`src/rtl/irqr_pkg.sv`:
```
package irqr_pkg;

   localparam int VEC_W  = 8;
   localparam int DLV_W  = 3;
   localparam int DEST_W = 8;

   // stored bits of each half of an entry
   localparam logic [31:0] LO_KEEP = 32'h0001_0FFF;
   localparam logic [31:0] HI_KEEP = 32'hFF00_0000;

   localparam logic [7:0] SEL_ID   = 8'h00;
   localparam logic [7:0] SEL_VER  = 8'h01;
   localparam logic [7:0] SEL_ARB  = 8'h02;
   localparam logic [7:0] TBL_BASE = 8'h10;

   typedef struct packed {
      logic [DEST_W-1:0] dest;
      logic              mask;
      logic              dmode;
      logic [DLV_W-1:0]  dlv;
      logic [VEC_W-1:0]  vector;
   } irqr_entry_t;

   function automatic logic [31:0] pack_lo(input irqr_entry_t e);
      pack_lo = {15'd0, e.mask, 4'd0, e.dmode, e.dlv, e.vector};
   endfunction

   function automatic logic [31:0] pack_hi(input irqr_entry_t e);
      pack_hi = {e.dest, 24'd0};
   endfunction

endpackage

```
`src/rtl/irqr_bus_decode.sv`:
```
module irqr_bus_decode #(
   parameter int ADDR_W  = 5,
   parameter int WIN_OFS = 16
) (
   input  logic              req,
   input  logic              we,
   input  logic [ADDR_W-1:0] addr,
   input  logic [3:0]        be,
   output logic              sel_wr,
   output logic              win_wr,
   output logic              sel_rd,
   output logic              win_rd,
   output logic              any_rd
);

   localparam logic [ADDR_W-1:0] SEL_ADDR = '0;
   localparam logic [ADDR_W-1:0] WIN_ADDR = ADDR_W'(WIN_OFS);

   logic full_word;
   logic hit_sel;
   logic hit_win;

   assign full_word = (be == 4'hF);
   assign hit_sel   = req && full_word && (addr == SEL_ADDR);
   assign hit_win   = req && full_word && (addr == WIN_ADDR);

   assign sel_wr = hit_sel &&  we;
   assign win_wr = hit_win &&  we;
   assign sel_rd = hit_sel && !we;
   assign win_rd = hit_win && !we;
   assign any_rd = req && !we;

endmodule

```
`src/rtl/irqr_id_regs.sv`:
```
module irqr_id_regs #(
   parameter int              ID_W      = 4,
   parameter int              NUM_LINES = 24,
   parameter logic [ID_W-1:0] RESET_ID  = '0,
   parameter logic [7:0]      VERSION   = 8'h11
) (
   input  logic            clk,
   input  logic            rst_n,
   input  logic            win_wr,
   input  logic [7:0]      index,
   input  logic [ID_W-1:0] id_in,
   output logic            rd_hit,
   output logic [31:0]     rd_word
);
   import irqr_pkg::*;

   localparam logic [7:0] LAST_LINE = 8'(NUM_LINES - 1);
   localparam int         PAD_W     = 8 - ID_W;

   logic [ID_W-1:0] id_q;
   logic [ID_W-1:0] arb_q;

   always_ff @(posedge clk or negedge rst_n) begin
      if (!rst_n) begin
         id_q  <= RESET_ID;
         arb_q <= RESET_ID;
      end else if (win_wr) begin
         if (index == SEL_ID)  id_q  <= id_in;
         if (index == SEL_ARB) arb_q <= id_in;
      end
   end

   generate
      if (PAD_W > 0) begin : g_pad
         always_comb begin
            rd_hit  = 1'b1;
            rd_word = '0;
            case (index)
               SEL_ID:  rd_word = {{PAD_W{1'b0}}, id_q, 24'd0};
               SEL_VER: rd_word = {8'd0, LAST_LINE, 8'd0, VERSION};
               SEL_ARB: rd_word = {{PAD_W{1'b0}}, arb_q, 24'd0};
               default: rd_hit  = 1'b0;
            endcase
         end
      end else begin : g_nopad
         always_comb begin
            rd_hit  = 1'b1;
            rd_word = '0;
            case (index)
               SEL_ID:  rd_word = {id_q, 24'd0};
               SEL_VER: rd_word = {8'd0, LAST_LINE, 8'd0, VERSION};
               SEL_ARB: rd_word = {arb_q, 24'd0};
               default: rd_hit  = 1'b0;
            endcase
         end
      end
   endgenerate

endmodule

```
`src/rtl/irqr_redir_entry.sv`:
```
module irqr_redir_entry (
   input  logic                  clk,
   input  logic                  rst_n,
   input  logic                  wr_lo,
   input  logic                  wr_hi,
   input  irqr_pkg::irqr_entry_t cand,
   output irqr_pkg::irqr_entry_t ent
);
   import irqr_pkg::*;

   irqr_entry_t ent_q;

   always_ff @(posedge clk or negedge rst_n) begin
      if (!rst_n) begin
         ent_q      <= '0;
         ent_q.mask <= 1'b1;
      end else begin
         if (wr_lo) begin
            ent_q.vector <= cand.vector;
            ent_q.dlv    <= cand.dlv;
            ent_q.dmode  <= cand.dmode;
            ent_q.mask   <= cand.mask;
         end
         if (wr_hi) begin
            ent_q.dest <= cand.dest;
         end
      end
   end

   assign ent = ent_q;

endmodule

```
`src/rtl/irq_route_regs.sv`:
```
module irq_route_regs #(
   parameter int         NUM_LINES = 24,
   parameter int         ID_W      = 4,
   parameter int         ADDR_W    = 5,
   parameter logic [3:0] RESET_ID  = 4'h0,
   parameter logic [7:0] VERSION   = 8'h11
) (
   input  logic                   clk,
   input  logic                   rst_n,
   input  logic                   req,
   input  logic                   we,
   input  logic [ADDR_W-1:0]      addr,
   input  logic [3:0]             be,
   input  logic [31:0]            wdata,
   output logic [31:0]            rdata,
   output logic                   rvalid,
   output logic [NUM_LINES-1:0]   ent_mask,
   output logic [8*NUM_LINES-1:0] ent_vector,
   output logic [3*NUM_LINES-1:0] ent_dlv,
   output logic [NUM_LINES-1:0]   ent_dmode,
   output logic [8*NUM_LINES-1:0] ent_dest
);
   import irqr_pkg::*;

   localparam int         WIN_OFS = 16;
   localparam int         SLOT_W  = $clog2(NUM_LINES);
   localparam logic [7:0] TBL_LEN = 8'(2 * NUM_LINES);

   generate
      if (NUM_LINES < 2 || NUM_LINES > 120) begin : g_bad_lines
         $error("NUM_LINES must lie in 2..120 to fit the 8-bit selector");
      end
      if (ID_W != 4) begin : g_bad_id
         $error("ID_W must be 4 to match RESET_ID");
      end
      if (ADDR_W < 5) begin : g_bad_addr
         $error("ADDR_W must reach the window at byte offset 16");
      end
   endgenerate

   logic sel_wr, win_wr, sel_rd, win_rd, any_rd;

   irqr_bus_decode #(
      .ADDR_W (ADDR_W),
      .WIN_OFS(WIN_OFS)
   ) u_dec (
      .req   (req),
      .we    (we),
      .addr  (addr),
      .be    (be),
      .sel_wr(sel_wr),
      .win_wr(win_wr),
      .sel_rd(sel_rd),
      .win_rd(win_rd),
      .any_rd(any_rd)
   );

   // selector register
   logic [7:0] index_q;

   always_ff @(posedge clk or negedge rst_n) begin
      if (!rst_n)      index_q <= '0;
      else if (sel_wr) index_q <= wdata[7:0];
   end

   // ID, version and arbitration registers
   logic        id_hit;
   logic [31:0] id_word;

   irqr_id_regs #(
      .ID_W     (ID_W),
      .NUM_LINES(NUM_LINES),
      .RESET_ID (RESET_ID),
      .VERSION  (VERSION)
   ) u_id (
      .clk    (clk),
      .rst_n  (rst_n),
      .win_wr (win_wr),
      .index  (index_q),
      .id_in  (wdata[24 +: ID_W]),
      .rd_hit (id_hit),
      .rd_word(id_word)
   );

   // write candidate, reserved bits dropped by construction of the struct
   irqr_entry_t cand;
   always_comb begin
      cand.vector = wdata[7:0];
      cand.dlv    = wdata[10:8];
      cand.dmode  = wdata[11];
      cand.mask   = wdata[16];
      cand.dest   = wdata[31:24];
   end

   logic unused_wbits;
   assign unused_wbits = ^{wdata[23:17], wdata[15:12]};

   // redirection table
   irqr_entry_t ent_q [NUM_LINES];

   generate
      for (genvar g = 0; g < NUM_LINES; g++) begin : g_ent
         localparam logic [7:0] LO_SEL = 8'(16 + 2 * g);
         localparam logic [7:0] HI_SEL = 8'(17 + 2 * g);

         irqr_redir_entry u_ent (
            .clk  (clk),
            .rst_n(rst_n),
            .wr_lo(win_wr && (index_q == LO_SEL)),
            .wr_hi(win_wr && (index_q == HI_SEL)),
            .cand (cand),
            .ent  (ent_q[g])
         );

         assign ent_mask[g]         = ent_q[g].mask;
         assign ent_vector[8*g +: 8] = ent_q[g].vector;
         assign ent_dlv[3*g +: 3]   = ent_q[g].dlv;
         assign ent_dmode[g]        = ent_q[g].dmode;
         assign ent_dest[8*g +: 8]   = ent_q[g].dest;
      end
   endgenerate

   // window read mux
   logic [7:0]        rel;
   logic              tbl_hit;
   logic [SLOT_W-1:0] slot;
   logic [31:0]       win_word;
   irqr_entry_t       ent_sel;

   assign rel     = index_q - TBL_BASE;
   assign tbl_hit = (index_q >= TBL_BASE) && (rel < TBL_LEN);
   assign slot    = rel[SLOT_W:1];

   always_comb begin
      ent_sel  = '0;
      win_word = '0;
      if (id_hit) begin
         win_word = id_word;
      end else if (tbl_hit) begin
         ent_sel  = ent_q[slot];
         win_word = rel[0] ? pack_hi(ent_sel) : pack_lo(ent_sel);
      end
   end

   always_ff @(posedge clk or negedge rst_n) begin
      if (!rst_n) begin
         rdata  <= '0;
         rvalid <= 1'b0;
      end else begin
         rvalid <= any_rd;
         if (any_rd) begin
            if (sel_rd)      rdata <= {24'd0, index_q};
            else if (win_rd) rdata <= win_word;
            else             rdata <= '0;
         end
      end
   end

endmodule

```
`config.mk`:
```
export PLATFORM = sky130hd
export DESIGN_NAME = irq_route_regs
export DESIGN_NICKNAME = d
export VERILOG_FILES = /design/src/rtl/irqr_pkg.sv /design/src/rtl/irqr_bus_decode.sv /design/src/rtl/irqr_id_regs.sv /design/src/rtl/irqr_redir_entry.sv /design/src/rtl/irq_route_regs.sv
export SDC_FILE = /design/constraint.sdc
export NUM_CORES = 1
export LEC_CHECK = 0
export ABC_AREA = 1
export BUFFER_PORTS_ARGS = -buffer_cell sky130_fd_sc_hd__buf_4
export CAP_MARGIN = 20
export CORE_AREA = 2 2 226 228
export DETAILED_ROUTE_END_ITERATION = 16
export DIE_AREA = 0 0 228 230
export PLACE_DENSITY_LB_ADDON = 0.1
export SLEW_MARGIN = 25
export SYNTH_ARGS = -nofsm -noshare
export SYNTH_HDL_FRONTEND = slang
export SYNTH_SLANG_ARGS = --single-unit
```
`constraint.sdc`:
```
create_clock -name clk -period 2.7 [get_ports clk]
set_input_delay 0.54 -clock clk [delete_from_list [all_inputs] [get_ports clk]]
set_output_delay 0.54 -clock clk [all_outputs]
set_load 0.02 [all_outputs]
```
# ---- After elaboration in Yosys (flattened, before gate mapping)
# Index checks and enable logic that the tools add are counted.
dict set report word_totals {
  regBits 553
  out_inout_bits 537
  wordCells 255
}
dict set report op_classes {
  n_addsub 1
  magnitude_cmp 3
  n_eq_ne 52
  muxes 10
  n_bitwise 1
  reduce_logical 63
}
# operator n
set op_table {}
lappend op_table {{$eq 8x6->1 const B} 32}
lappend op_table {{$mux 32} 5}
lappend op_table {{$eq 8x5->1 const B} 16}
lappend op_table {{$bmux 21 s5} 1}
lappend op_table {{$pmux 28 s3} 1}
lappend op_table {{$logic_and 1x1->1} 57}
lappend op_table {{$mux 21} 2}
lappend op_table {{$eq 8x1->1 const B} 1}
lappend op_table {{$eq 8x2->1 const B} 1}
lappend op_table {{$ge 8x5->1 const B} 1}
lappend op_table {{$logic_not 8->1} 1}
lappend op_table {{$lt 8x6->1 const B} 1}
lappend op_table {{$sub 8x5->8 const B} 1}
lappend op_table {{$ge 6x6->1 const B} 1}
lappend op_table {{$not 5->6} 1}
lappend op_table {{$eq 5x5->1 const B} 1}
lappend op_table {{$logic_not 5->1} 1}
lappend op_table {{$eq 4x4->1 const B} 1}
lappend op_table {{$reduce_and 2->1} 2}
lappend op_table {{$reduce_or 3->1} 1}
lappend op_table {{$logic_not 1->1} 1}
lappend op_table {{$mux 1} 1}

# ---- Depth between registers and ports, before layout
dict set report depth {
  ltp_word 10
  ltp_mapped 16
  depth_no_buf 14
}

# ---- By module
# Synthesis repeated with hierarchy kept, for this count alone.
dict set report unflattened {
  cells_unflattened 3671
  hier_area_um2 27174.8
}
# module instances cells_each area_per_inst_um2
set modules_own_cells {}
lappend modules_own_cells {irqr_redir_entry 24 89 800.8}
lappend modules_own_cells {irq_route_regs 1 1422 7160.6}
lappend modules_own_cells {irqr_id_regs 1 95 724.4}
lappend modules_own_cells {irqr_bus_decode 1 18 71.3}

# ---- Worst setup path before layout
# Ideal clock, no wire load.
dict set report synth_timing {
  path_type {register to register}
  startpoint {reg index_q[4]}
  endpoint {reg rdata[24]}
  setup_ps 66
  arrival_time_ps 2122
  required_time_ps 2634
  setup_slack_ps 513
  path_stages_with_launch 13
  path_buffers 3
  period_less_slack_ps 2187
  path_cell_list {dfrtp_1 > inv_1 > clkbuf_1 > ha_1 > clkbuf_1 > nor2_1 > buf_1 > o21ai_0 > nand2_1 > nand2_1 > nand2_1 > nand2_1 > nand2_1}
}
dict set report synth_via {
  elab_chain_cells 10
  elab_cells_between_ends 19
}
# item line
set synth_lines {}
lappend synth_lines {{start: declaration} irq_route_regs.sv:59} ;# logic [7:0] index_q;
lappend synth_lines {{start signal: assignment} irq_route_regs.sv:63} ;# else if (sel_wr) index_q <= wdata[7:0];
lappend synth_lines {{$sub 8x5->8} irq_route_regs.sv:130} ;# assign rel = index_q - TBL_BASE;
lappend synth_lines {{$not 5->6 (not written as such)} irq_route_regs.sv:140} ;# ent_sel = ent_q[slot];
lappend synth_lines {{$bmux 21 s5} irq_route_regs.sv:140}
lappend synth_lines {{$mux 21 (not written as such) (2 in a row)} irq_route_regs.sv:140}
lappend synth_lines {{$mux 32} irq_route_regs.sv:141} ;# win_word = rel[0] ? pack_hi(ent_sel) : pack_lo(ent_sel);
lappend synth_lines {{$mux 32} irq_route_regs.sv:139} ;# end else if (tbl_hit) begin
lappend synth_lines {{$mux 32 *} irq_route_regs.sv:137} ;# if (id_hit) begin
lappend synth_lines {{$mux 32 *} irq_route_regs.sv:153} ;# else if (win_rd) rdata <= win_word;
lappend synth_lines {{$mux 32 *} irq_route_regs.sv:152} ;# if (sel_rd) rdata <= {24'd0, index_q};
lappend synth_lines {{end signal: assignment} irq_route_regs.sv:152}
lappend synth_lines {{end signal: assignment} irq_route_regs.sv:153}
lappend synth_lines {{end: declaration} irq_route_regs.sv:15} ;# output logic [31:0] rdata,
# Every way passes the cells marked *; elsewhere a longest branch is shown, timed or not. The select of a mux whose other input is x is not followed.
# A chain may end at the register's enable or synchronous reset.

# ---- Worst setup path in the final report
dict set report layout_timing {
  startpoint {reg index_q[2]}
  endpoint {reg, netlist name g_ent[14].u_ent.ent[14]}
}
dict set report layout_via {
  elab_chain_cells 2
}
# item line
set layout_lines {}
lappend layout_lines {{$eq 8x6->1} irq_route_regs.sv:110} ;# .wr_hi(win_wr && (index_q == HI_SEL)),
lappend layout_lines {{$logic_and 1x1->1} irq_route_regs.sv:110}
# No other way between the ends.

==> metrics list <==
- Outcome: finished clean
- Cell family with most CP delay: simple AND/OR/NAND/NOR gates
- For this run, the total global-route usage over all layers was measured as 0.363.
* Per-cell via count in the routed design: 5.72
* Initial DRC Count: between 2000 and 3000
* Kind of start point of the critical path: register
- After detailed routing, the number of remaining DRC violations is 0.
- Critical path data arrival time: 3.06 ns
* Summed area of non-filler cells in the final layout: roughly 32000 um^2
- Sum Neg Setup Slack: 0 ns
- The clock tree synthesis step divided the H-tree into 2 levels.
- Final period util: 0.955
- The design draws 0.0172 W.
- After synthesis the netlist holds a flip-flop and latch count of 543.
- Buffers and inverters on the worst path: 2
- TritonCTS built the clock tree.
* Layout-stage area growth over the synthesis result: 26.4%
- Period minus WS final: ~2.6 ns
* Number of clock sinks: 543
* Hold crit path type: input pin to register
* Yosys top cell by area: dfrtp_1
* Highest fanout seen on the critical path: 23
- Count of endpoints failing setup in the final report: 0
* Share of total power in sequential cells: 0.474
- Setup bufs post-CTS: 0
- Setup repair after global routing left no endpoint under its margin.
* Transition time of the tightest slew-check pin: 0.964 ns
- Deepest clock path buffer count: 3
* Initial DRT Pass Iterations: 6
- Area of the core region: approximately 50000 um^2
- The via count of the first global-routing pass is ~23000.
- In this run the tool buffered the top-level ports with 562 buffer cells.
* Root buffer cell: clkbuf_16
* Most utilized layer in the global route result: met2
* Final RePlAce weighted congestion: 0.987
- Final Slew Violations: 0
- For this design the total switching power over the nets is 0.00397 W.
- Clock transition at the registers of the reported paths: 0.07 ns
* Avg Inst Size Synth: approximately 8.3 um^2
* Min setup slack post-route: 0.122 ns
- Share of power burned in the clock network: 0.485
- Area of the die: approximately 52000 um^2
- For this run, asynchronously set or reset flops after synthesis account for 1.00.
- Most numerous cell on the critical path: nand2_1
* Proportion of layout cells with a drive suffix above 1: 0.229
- In this run the remaining antenna-violating nets after routing total 0.
- Critical-path cell list: nand2_2, inv_1, buf_4, nand2_1, nor2_1, nand2_1, nand2_1, o21ai_0
* Worst-case clock skew: 0.0240 ns
* Top area cells in the synthesized netlist: dfrtp_1 (52%), nand2_1 (13%), o21ai_0 (9.4%), o21ai_1 (5.2%), nor2_1 (4.5%)
* Combinational cell fraction of total power: 0.042
- After global routing the overflow that remains totals 0.
* WL/cell: 23.0 um
* Count of flip-flops with a built-in enable after synthesis: 0
- For the worst-skew pair, the clock arrives at the later sink with an insertion delay of 0.63 ns.
- Counting distinct cell types in the post-synthesis netlist gives 37.
* Part of the Yosys area used for sequential elements: 0.541
- Fill cells in the final layout number around 4300.
- VDD IR-drop max: 0.521 mV
- For this run, the share of the core covered by cells in the final layout is 0.639.
- Gate count of the mapped netlist: 3045
- Summed over all cells, the static leakage comes to ~15 nW.
- Total standard cell area after synthesis: approximately 25000 um^2
- For this run, global-route usage on met3 was measured as 0.0846.
- The first global-routing pass estimated 144000 um of wire.
- Crit path kind: register to register
- For met1 alone, demand over resource in global routing was 0.456.
- Total count of hold-check failures in the final report: 0
* GRT met2 Usage: 0.597
- IO Count: 582
- Number of warning messages in the yosys log: 0
* Sum of routed wire length over all layers: 97500 um
- Internal power comes to 0.0133 W.
- Maximum number of pins on one net before global-route repair: 111
* Cell at the slowest stage of the critical path: dfrtp_2
- Sw frac: 0.230
- Number of clock buffers inserted by TritonCTS: 58
* Pwr dens: 541 nW/um^2
* Headroom to the max-slew limit: 0.356
- OpenSTA, run right after detailed placement, puts the worst setup slack at roughly 0.18 ns.
- Die Y-Extent: 230 um
- The HPWL after detailed placement is approximately 70000 um.
* Critical path endpoint category: register
- Portion of synthesized cell area occupied by the leading cell type: 0.515
* Max-capacitance violation count: 0
* Antenna violations before repair: 0
* Die X: between 200 and 250 um
- Number of nets in the finished design: approximately 3600
* Maximum clock frequency: 388 MHz
* Vias after detailed routing: 24277
- Starting Density: 0.505
- Data on the critical path is required at its endpoint by 3.18 ns.
- 0 antenna diodes ended up in the layout.
- Longest individual stage delay on the worst path: about 0.65 ns
- For this run, the leading register cell type out of synthesis is dfrtp_1.
- Standard-cell rows: a little over 80
- Once placement finished, the instance area stood at around 30000 um^2.
## cell usage after synthesis (5+ instances only)
cell type    n
clkbuf_1    96
o21ai_0    473
nand4_1      6
a21oi_1     76
nor2_1     304
buf_2       69
o22ai_1     38
buf_4       18
buf_1       13
nand2_1    892
nand2_4     18
ha_1         5
dfrtp_1    519
nand3_1     51
buf_6       35
dfstp_2     24
nor3_1      12
inv_1       66
nand4_4      5
o21ai_1    261
o211ai_1    25
or2_2        6
## what timing repair did
| action | 4_1_cts | 5_1_grt |
|---|---|---|
| hold buffers | 1 | 0 |
| hold endpoints to repair | 37 | 0 |
| resized for setup | 0 | 2 |
| endpoints found under the setup margin | 0 | 2 |
## area by class of cell
cell class,count,area (um^2),share of cell area
clock buffers,86,1710,0.0536
clock inverters,22,282,0.00884
inverters,70,268,0.00841
multi-input cells,2206,10000,0.315
flip-flops and latches,543,13600,0.428
well taps,672,841,0.0264
repair buffers,645,5100,0.160
## flip-flops by register name, indices dropped and copies added, names as in the netlist
| signal | flops |
|---|---|
| u_id.id_q | 4 |
| index_q | 8 |
| rdata | 22 |
| u_id.arb_q | 4 |
| g_ent.u_ent.ent | 504 |
| rvalid | 1 |
## power by group through the flow
stage | Clock, W | Sequential [W] | Combinational, W
2_1_floorplan | 0 | 0.00832 | 0.000266
3_3_place_gp | 0 | 0.00831 | 0.000700
3_5_place_dp | 0 | 0.00831 | 0.000710
4_1_cts | 0.00841 | 0.00816 | 0.000715
5_1_grt | 0.00874 | 0.00816 | 0.000779
6_report | 0.00835 | 0.00816 | 0.000719
## logic make-up after synthesis
logic type               Yosys count  share of synthesized area
AO/OA/AOI/OAI                    882                      0.181
buffers and inverters            303                     0.0630
adder cells (fa/ha/maj)            5                    0.00248
other                              1                   0.000149
AND/OR/NAND/NOR                 1311                      0.213
flip-flops                       543                      0.541
## routing by layer
layer	vias up	wire length [um]
li1	11004	-
met2	1327	46800
met4	0	4840
met5	-	0
met3	249	9630
met1	11697	36300
## path summary, 6_finish.rpt
path	from	end	slack (ns)	cells after the start
worst min-delay path	we	rvalid$_DFF_PN0_	0.28	2
worst min register to register	g_ent[11].u_ent.ent[12]$_DFFE_PN1P_	g_ent[11].u_ent.ent[12]$_DFFE_PN1P_	0.48	2
worst max-delay path	index_q[2]$_DFFE_PN0P_	g_ent[14].u_ent.ent[14]$_DFFE_PN0P_	0.12	8
min in group asynchronous	rst_n	g_ent[10].u_ent.ent[14]$_DFFE_PN0P_	0.41	2
worst max register to register	index_q[2]$_DFFE_PN0P_	g_ent[14].u_ent.ent[14]$_DFFE_PN0P_	0.12	8
max in group asynchronous	rst_n	g_ent[13].u_ent.ent[17]$_DFFE_PN0P_	1.36	4
## through the flow
stage,instances,hold WS [ns]
finish,4244,0.282
global route,4244,0.314
CTS,4244,0.260
detailed placement,4135,0.453
global placement,4135,0.455
floorplan,3052,0.244
## cell usage in the layout (no fill, tap or decap), drive strengths merged, types with 38 or more instances in the layout
| cell type | count |
|---|---|
| nand2 | 914 |
| nor2 | 309 |
| inv | 72 |
| buf | 644 |
| clkbuf | 86 |
| a21oi | 76 |
| dfrtp | 519 |
| o22ai | 38 |
| nand3 | 53 |
| o21ai | 738 |
(Power assumes the default switching activity.)
